==> config.mk <==
export PLATFORM = sky130hd
export DESIGN_NAME = lsu_split_master
export DESIGN_NICKNAME = d
export VERILOG_FILES = /design/src/rtl/lsu_split_pkg.sv /design/src/rtl/lsu_lane_align.sv /design/src/rtl/lsu_load_merge.sv /design/src/rtl/lsu_seq_fsm.sv /design/src/rtl/lsu_split_master.sv
export SDC_FILE = /design/constraint.sdc
export NUM_CORES = 1
export LEC_CHECK = 0
export BUFFER_PORTS_ARGS = -buffer_cell sky130_fd_sc_hd__buf_2
export CORE_MARGIN = 8
export CORE_UTILIZATION = 25
export DETAILED_ROUTE_END_ITERATION = 10
export GPL_ROUTABILITY_DRIVEN = 0
export MAX_ROUTING_LAYER = met4
export RECOVER_POWER = 100
export REMOVE_ABC_BUFFERS = 1
export SYNTH_ARGS = -nofsm -noshare
export SYNTH_HDL_FRONTEND = slang
export SYNTH_SLANG_ARGS = --single-unit
==> constraint.sdc <==
create_clock -name clk -period 11.7 [get_ports clk]
set_input_delay 0.585 -clock clk [delete_from_list [all_inputs] [get_ports clk]]
set_output_delay 0.585 -clock clk [all_outputs]
set_load 0.02 [all_outputs]
==> src/rtl/lsu_split_pkg.sv <==
package lsu_split_pkg;

    typedef enum logic [1:0] {
        SZ_BYTE = 2'd0,
        SZ_HALF = 2'd1,
        SZ_WORD = 2'd2,
        SZ_RSVD = 2'd3
    } lsu_size_e;

    typedef enum logic [2:0] {
        ST_IDLE,
        ST_ISSUE_LO,
        ST_ISSUE_HI,
        ST_WAIT_RSP,
        ST_DONE,
        ST_FAULT
    } lsu_state_e;

    typedef struct packed {
        logic      we;
        lsu_size_e size;
        logic      sgn;
    } lsu_ctl_t;

    // number of bytes an access of the given size touches
    function automatic int size_bytes(input lsu_size_e sz);
        int n;
        unique case (sz)
            SZ_BYTE: n = 1;
            SZ_HALF: n = 2;
            default: n = 4;
        endcase
        return n;
    endfunction

endpackage

==> src/rtl/lsu_lane_align.sv <==
module lsu_lane_align
    import lsu_split_pkg::*;
#(
    parameter  int DATA_W = 32,
    localparam int NB     = DATA_W / 8,
    localparam int OFF_W  = $clog2(NB)
) (
    input  lsu_size_e         size,
    input  logic [OFF_W-1:0]  off,
    input  logic [DATA_W-1:0] wdata,
    output logic [NB-1:0]     be_lo,
    output logic [NB-1:0]     be_hi,
    output logic [DATA_W-1:0] wd_lo,
    output logic [DATA_W-1:0] wd_hi,
    output logic              split
);

    logic [NB-1:0]       mask;
    logic [DATA_W-1:0]   wdata_m;
    logic [2*NB-1:0]     wide_be;
    logic [2*DATA_W-1:0] wide_wd;

    always_comb begin
        for (int i = 0; i < NB; i++) begin
            mask[i] = (i < size_bytes(size));
        end
    end

    // unused lanes carry zero
    for (genvar g = 0; g < NB; g++) begin : g_lane
        assign wdata_m[g*8 +: 8] = mask[g] ? wdata[g*8 +: 8] : 8'h00;
    end

    assign wide_be = {{NB{1'b0}}, mask} << off;
    assign wide_wd = {{DATA_W{1'b0}}, wdata_m} << {off, 3'b000};

    assign be_lo = wide_be[NB-1:0];
    assign be_hi = wide_be[2*NB-1:NB];
    assign wd_lo = wide_wd[DATA_W-1:0];
    assign wd_hi = wide_wd[2*DATA_W-1:DATA_W];
    assign split = |be_hi;

endmodule

==> src/rtl/lsu_load_merge.sv <==
module lsu_load_merge
    import lsu_split_pkg::*;
#(
    parameter  int DATA_W = 32,
    localparam int NB     = DATA_W / 8,
    localparam int OFF_W  = $clog2(NB)
) (
    input  lsu_size_e         size,
    input  logic              sgn,
    input  logic [OFF_W-1:0]  off,
    input  logic [DATA_W-1:0] lo_data,
    input  logic [DATA_W-1:0] hi_data,
    output logic [DATA_W-1:0] rdata
);

    logic [DATA_W-1:0] raw;
    logic              top_bit;
    int                nbits;

    // bring the addressed bytes down to lane zero
    assign raw = DATA_W'({hi_data, lo_data} >> {off, 3'b000});

    always_comb begin
        nbits = size_bytes(size) * 8;
        unique case (size)
            SZ_BYTE: top_bit = raw[7];
            SZ_HALF: top_bit = raw[15];
            default: top_bit = raw[31];
        endcase
        for (int i = 0; i < DATA_W; i++) begin
            rdata[i] = (i < nbits) ? raw[i] : (sgn & top_bit);
        end
    end

endmodule

==> src/rtl/lsu_seq_fsm.sv <==
module lsu_seq_fsm
    import lsu_split_pkg::*;
#(
    parameter int DATA_W = 32
) (
    input  logic              clk,
    input  logic              rst_n,
    input  logic              start,
    input  logic              start_fault,
    input  logic              split,
    input  logic              bus_gnt,
    input  logic              bus_rvalid,
    input  logic [DATA_W-1:0] bus_rdata,
    input  logic              bus_err,
    output logic              idle,
    output logic              bus_req,
    output logic              phase_hi,
    output logic              rsp_valid,
    output logic              rsp_fault,
    output logic              rsp_err,
    output logic [DATA_W-1:0] lo_data,
    output logic [DATA_W-1:0] hi_data
);

    lsu_state_e state_q, state_d;
    logic       got_lo_q;
    logic       err_acc_q;
    logic       collecting;

    always_ff @(posedge clk or negedge rst_n) begin
        if (!rst_n) begin
            state_q <= ST_IDLE;
        end else begin
            state_q <= state_d;
        end
    end

    always_comb begin
        state_d = state_q;
        unique case (state_q)
            ST_IDLE: begin
                if (start_fault) begin
                    state_d = ST_FAULT;
                end else if (start) begin
                    state_d = ST_ISSUE_LO;
                end
            end
            ST_ISSUE_LO: begin
                if (bus_gnt) begin
                    state_d = split ? ST_ISSUE_HI : ST_WAIT_RSP;
                end
            end
            ST_ISSUE_HI: begin
                if (bus_gnt) begin
                    state_d = ST_WAIT_RSP;
                end
            end
            ST_WAIT_RSP: begin
                if (bus_rvalid && (!split || got_lo_q)) begin
                    state_d = ST_DONE;
                end
            end
            ST_DONE:  state_d = ST_IDLE;
            ST_FAULT: state_d = ST_IDLE;
            default:  state_d = ST_IDLE;
        endcase
    end

    // responses can only belong to us once the lower half is granted
    assign collecting = (state_q == ST_ISSUE_HI) || (state_q == ST_WAIT_RSP);

    always_ff @(posedge clk or negedge rst_n) begin
        if (!rst_n) begin
            got_lo_q  <= 1'b0;
            err_acc_q <= 1'b0;
            lo_data   <= '0;
            hi_data   <= '0;
        end else if (state_q == ST_IDLE && start) begin
            got_lo_q  <= 1'b0;
            err_acc_q <= 1'b0;
            hi_data   <= '0;
        end else if (collecting && bus_rvalid) begin
            if (!got_lo_q) begin
                lo_data  <= bus_rdata;
                got_lo_q <= 1'b1;
            end else begin
                hi_data <= bus_rdata;
            end
            err_acc_q <= err_acc_q | bus_err;
        end
    end

    always_comb begin
        idle      = 1'b0;
        bus_req   = 1'b0;
        phase_hi  = 1'b0;
        rsp_valid = 1'b0;
        rsp_fault = 1'b0;
        rsp_err   = 1'b0;
        unique case (state_q)
            ST_IDLE:     idle = 1'b1;
            ST_ISSUE_LO: bus_req = 1'b1;
            ST_ISSUE_HI: begin
                bus_req  = 1'b1;
                phase_hi = 1'b1;
            end
            ST_WAIT_RSP: phase_hi = split;
            ST_DONE: begin
                rsp_valid = 1'b1;
                rsp_err   = err_acc_q;
            end
            ST_FAULT: begin
                rsp_valid = 1'b1;
                rsp_fault = 1'b1;
            end
            default: idle = 1'b0;
        endcase
    end

endmodule

==> src/rtl/lsu_split_master.sv <==
module lsu_split_master
    import lsu_split_pkg::*;
#(
    parameter  int ADDR_W = 32,
    parameter  int DATA_W = 32,
    localparam int NB     = DATA_W / 8,
    localparam int OFF_W  = $clog2(NB)
) (
    input  logic              clk,
    input  logic              rst_n,
    input  logic              req_valid,
    output logic              req_ready,
    input  logic              req_we,
    input  logic [1:0]        req_size,
    input  logic              req_signed,
    input  logic [ADDR_W-1:0] req_addr,
    input  logic [DATA_W-1:0] req_wdata,
    input  logic              req_io,
    output logic              rsp_valid,
    output logic [DATA_W-1:0] rsp_rdata,
    output logic              rsp_err,
    output logic              rsp_fault,
    output logic              bus_req,
    output logic              bus_reqpar,
    output logic [ADDR_W-1:0] bus_addr,
    output logic [NB-1:0]     bus_be,
    output logic              bus_we,
    output logic [DATA_W-1:0] bus_wdata,
    input  logic              bus_gnt,
    input  logic              bus_rvalid,
    input  logic [DATA_W-1:0] bus_rdata,
    input  logic              bus_err
);

    lsu_ctl_t          ctl_q;
    logic [ADDR_W-1:0] addr_q;
    logic [DATA_W-1:0] wdata_q;

    logic              accept;
    logic              in_misal;
    logic [OFF_W-1:0]  align_mask;
    lsu_size_e         in_size;

    logic              split;
    logic              phase_hi;
    logic [NB-1:0]     be_lo, be_hi;
    logic [DATA_W-1:0] wd_lo, wd_hi;
    logic [DATA_W-1:0] lo_data, hi_data;
    logic [DATA_W-1:0] merged;
    logic              rsp_valid_i;

    assign in_size    = lsu_size_e'(req_size);
    assign align_mask = OFF_W'(size_bytes(in_size) - 1);
    assign in_misal   = |(req_addr[OFF_W-1:0] & align_mask);
    assign accept     = req_valid && req_ready;

    always_ff @(posedge clk or negedge rst_n) begin
        if (!rst_n) begin
            ctl_q   <= '{we: 1'b0, size: SZ_BYTE, sgn: 1'b0};
            addr_q  <= '0;
            wdata_q <= '0;
        end else if (accept) begin
            ctl_q   <= '{we: req_we, size: in_size, sgn: req_signed};
            addr_q  <= req_addr;
            wdata_q <= req_wdata;
        end
    end

    lsu_seq_fsm #(
        .DATA_W(DATA_W)
    ) u_seq (
        .clk        (clk),
        .rst_n      (rst_n),
        .start      (accept),
        .start_fault(accept && req_io && in_misal),
        .split      (split),
        .bus_gnt    (bus_gnt),
        .bus_rvalid (bus_rvalid),
        .bus_rdata  (bus_rdata),
        .bus_err    (bus_err),
        .idle       (req_ready),
        .bus_req    (bus_req),
        .phase_hi   (phase_hi),
        .rsp_valid  (rsp_valid_i),
        .rsp_fault  (rsp_fault),
        .rsp_err    (rsp_err),
        .lo_data    (lo_data),
        .hi_data    (hi_data)
    );

    lsu_lane_align #(
        .DATA_W(DATA_W)
    ) u_align (
        .size (ctl_q.size),
        .off  (addr_q[OFF_W-1:0]),
        .wdata(wdata_q),
        .be_lo(be_lo),
        .be_hi(be_hi),
        .wd_lo(wd_lo),
        .wd_hi(wd_hi),
        .split(split)
    );

    lsu_load_merge #(
        .DATA_W(DATA_W)
    ) u_merge (
        .size   (ctl_q.size),
        .sgn    (ctl_q.sgn),
        .off    (addr_q[OFF_W-1:0]),
        .lo_data(lo_data),
        .hi_data(hi_data),
        .rdata  (merged)
    );

    assign bus_reqpar = ~bus_req;
    assign bus_addr   = {addr_q[ADDR_W-1:OFF_W] + (ADDR_W-OFF_W)'(phase_hi), {OFF_W{1'b0}}};
    assign bus_be     = phase_hi ? be_hi : be_lo;
    assign bus_wdata  = phase_hi ? wd_hi : wd_lo;
    assign bus_we     = ctl_q.we;

    assign rsp_valid  = rsp_valid_i;
    assign rsp_rdata  = (ctl_q.we || rsp_fault) ? '0 : merged;

endmodule

==> metrics.txt <==
H-Tree Depth=4; deepest clock path buffer count=2; die area=37000 um^2; Overflow after GRT=0; Avg Synthesized Cell Area=10.9 um^2; # IOs=roughly 210; nets=997; Setup violations, final=0; internal power=~1.8 mW; layout cell share with drive strength beyond 1=31.7%; vias in the first global route=6502; fmax=0.135 GHz; post-place setup slack=a little over 6 ns; CORE AREA=slightly above 30000 um^2; Post-synth EDFFs=0; post-route minimum period=7.42 ns; post-synthesis sequential area ratio=41.5%; Starting Density=25.4%; CP Buf/Inv Count=2; synth unique cells=64; vias per cell=5.00; post-cts resize count=0; CTS Buf Count=17; Sw Ratio=between 40% and 50%; post-DP HPWL=19500 um; critical path type=reg2out; CP delay by family, top=flip-flops; WL/cell=20.3 um; CP max-delay cell=dfrtp_1; Main synth FF type=dfrtp_1; CTS tree=done; largest net degree at the start of global routing=between 80 and 90; TNS Setup=0 ns; number of filler cells placed in the layout=3254; failing checks=max-capacitance violations, max-slew violations; Net Switching=1.60 mW; WP data arrival=6.83 ns; worst-path maximum fanout=a little under 90; synth warn=0; clock slew at reported path FFs=0.07 ns; clock skew=between 0.009 and 0.01 ns; crit start category=register; nature of the critical path endpoint=output port; DRC Markers=0; #FFs+latches synth=129; P&R area growth vs syn=22.6%; CP Cell Sequence=a221oi_1, a21o_1, inv_1, ha_1, ha_1, nand4_1, or3_1, nor4_1, xor2_1, buf_2; Reg power frac=~28%; post-route ant nets=0; HP Class=in2reg; Max Slew Vio Count=roughly 350; Worst EP required=11.12 ns; initial antenna violation count=8; PortBufs=about 210; Fin Hold WS=0.358 ns; number of max-cap violations=6; Hold-fix buffers, CTS=0; die width=192 um; Starting DRT DRC Count=561; 1st-pass router iterations=5; Skew-Pair Late Insertion Delay=0.42 ns; clk sinks=129; cell area after synthesis=between 7000 and 8000 um^2; DP Area=9090 um^2; worst vdd ir=~0.18 mV; PD cells=between 300 and 400 nW/um^2; P_leak=4.05 nW; status=complete, but fails checks; worst slew pin tran=between 3 and 4 ns; global-route wire length before repair=40200 um; asr flop ratio synth=100%; final cell count without fillers=roughly 1300; final wirelength=26500 um; gr usage total=14.7%; CTS Root Cell=clkbuf_16; CP max stage delay=2.57 ns; final worst setup slack=roughly 4.3 ns; Final Cycle Share=a little under two thirds; Post-CTS Setup Inserts=0; Worst path most repeated cell=ha_1; vias=about 6500; most frequent cells in the layout=buf_2 (129), dfrtp_1 (128), clkbuf_1 (85), mux2_2 (84), o21ai_0 (53); post-route design area=roughly 9500 um^2; Max-slew headroom=-159%; RSZ-0062 raised after global routing=false; most common cell after layout, fill and taps aside=buf_2; die height=192 um; endpoints failing hold=0; Comb pwr share=55.0%; number of instances in the placed design=around 1300; Clock power frac=16.5%; std cell rows=64; post-synthesis cell count=710
[final timing paths]
check | start | endpoint | slack (ns) | cells after the start
worst max-delay path | addr_q[0]$_DFFE_PN0P_ | bus_addr[24] | 4.28 | 10
worst min-delay path | req_addr[2] | addr_q[2]$_DFFE_PN0P_ | 0.36 | 3
worst max register to register | u_seq.state_q[0]$_DFFE_PN0P_ | u_seq.hi_data[9]$_DFFE_PN0P_ | 5.05 | 5
worst min register to register | addr_q[2]$_DFFE_PN0P_ | addr_q[2]$_DFFE_PN0P_ | 0.49 | 2
max in group asynchronous | rst_n | addr_q[1]$_DFFE_PN0P_ | 5.49 | 2
min in group asynchronous | rst_n | u_seq.lo_data[2]$_DFFE_PN0P_ | 1.51 | 1
[state kept, by name, indices dropped and copies added (netlist names)]
name,count
u_seq.state_q,3
addr_q,32
wdata_q,32
u_seq.lo_data,32
bus_we,1
u_seq.hi_data,24
u_seq.got_lo_q,1
u_seq.err_acc_q,1
ctl_q,3
[per-stage QoR]
| step | util (%) | total power, mW |
|---|---|---|
| after floorplan | - | 2.19 |
| after global placement | 29.7 | 2.82 |
| after detailed placement | 29.7 | 2.85 |
| after CTS | 31.7 | 3.43 |
| after global routing | 31.2 | 3.59 |
| final | 31.2 | 3.35 |
[power groups by stage]
stage	Combinational, mW	Sequential (mW)	Clock (mW)
2_1_floorplan	1.31	0.873	0
3_3_place_gp	1.88	0.948	0
3_5_place_dp	1.89	0.960	0
4_1_cts	1.90	0.955	0.572
5_1_grt	1.99	1.01	0.591
6_report	1.85	0.954	0.553
[worst min-delay path, delay by kind of cell]
kind                   cells  cell delay [ns]
buffers and inverters      1             0.07
and+or+nand+nor            2             0.09
[metal layers]
layer	track usage (%)	vias to the layer above	part of all wire, %
li1	-	2988	-
met1	19.3	3244	44
met2	21.4	266	46
met3	4.75	16	8.9
met4	4.02	0	1.4
met5	-	-	0
[synth_stat cells (3+ instances only)]
master	instances	area (um^2)
dfrtp_1	129	3230
mux2_2	86	968
nand2_1	48	180
nor2_1	40	150
o21ai_0	40	200
buf_2	33	165
mux4_2	32	721
a22o_1	24	210
inv_1	21	78.8
nand3_1	19	95.1
xor2_1	18	158
clkbuf_1	17	63.8
and2_1	16	100
o21ai_1	14	70.1
nor3_1	12	60.1
mux2i_1	11	110
xnor2_1	11	96.3
a21oi_1	10	50.1
a31oi_1	10	62.6
o2bb2ai_1	9	78.8
a211oi_1	8	60.1
a2bb2oi_1	8	70.1
a32o_1	8	80.1
nor3b_1	8	60.1
a22oi_1	7	52.6
buf_4	7	52.6
mux2_1	5	56.3
nand2b_1	4	25.0
nor4_2	4	50.1
a21o_1	3	22.5
and3_1	3	18.8
and4_1	3	26.3
ha_1	3	37.5
nor2b_1	3	18.8
[area by class of cell]
cell class	count	area, um^2	area share (%)
Multi-Input combinational cell	500	4110	43.1
Sequential cell	129	3230	33.9
Timing Repair Buffer	217	987	10.4
Tap cell	396	495	5.20
Clock buffer	17	425	4.46
Clock inverter	15	181	1.90
Inverter	22	82.6	0.866
Antenna cell	8	20.0	0.210
[cell families (layout without fill, tap and decap cells)]
group	after synthesis	after routing	share of synthesized area (%)
simple gates	181	181	12.4
compound gates	151	151	13.5
mux	134	134	23.9
flops	129	129	41.5
buf+inv	82	271	4.93
xor+xnor	29	29	3.27
fa+ha+maj	3	3	0.483
other cells	1	10	0.0483
(Power assumes the default switching activity.)
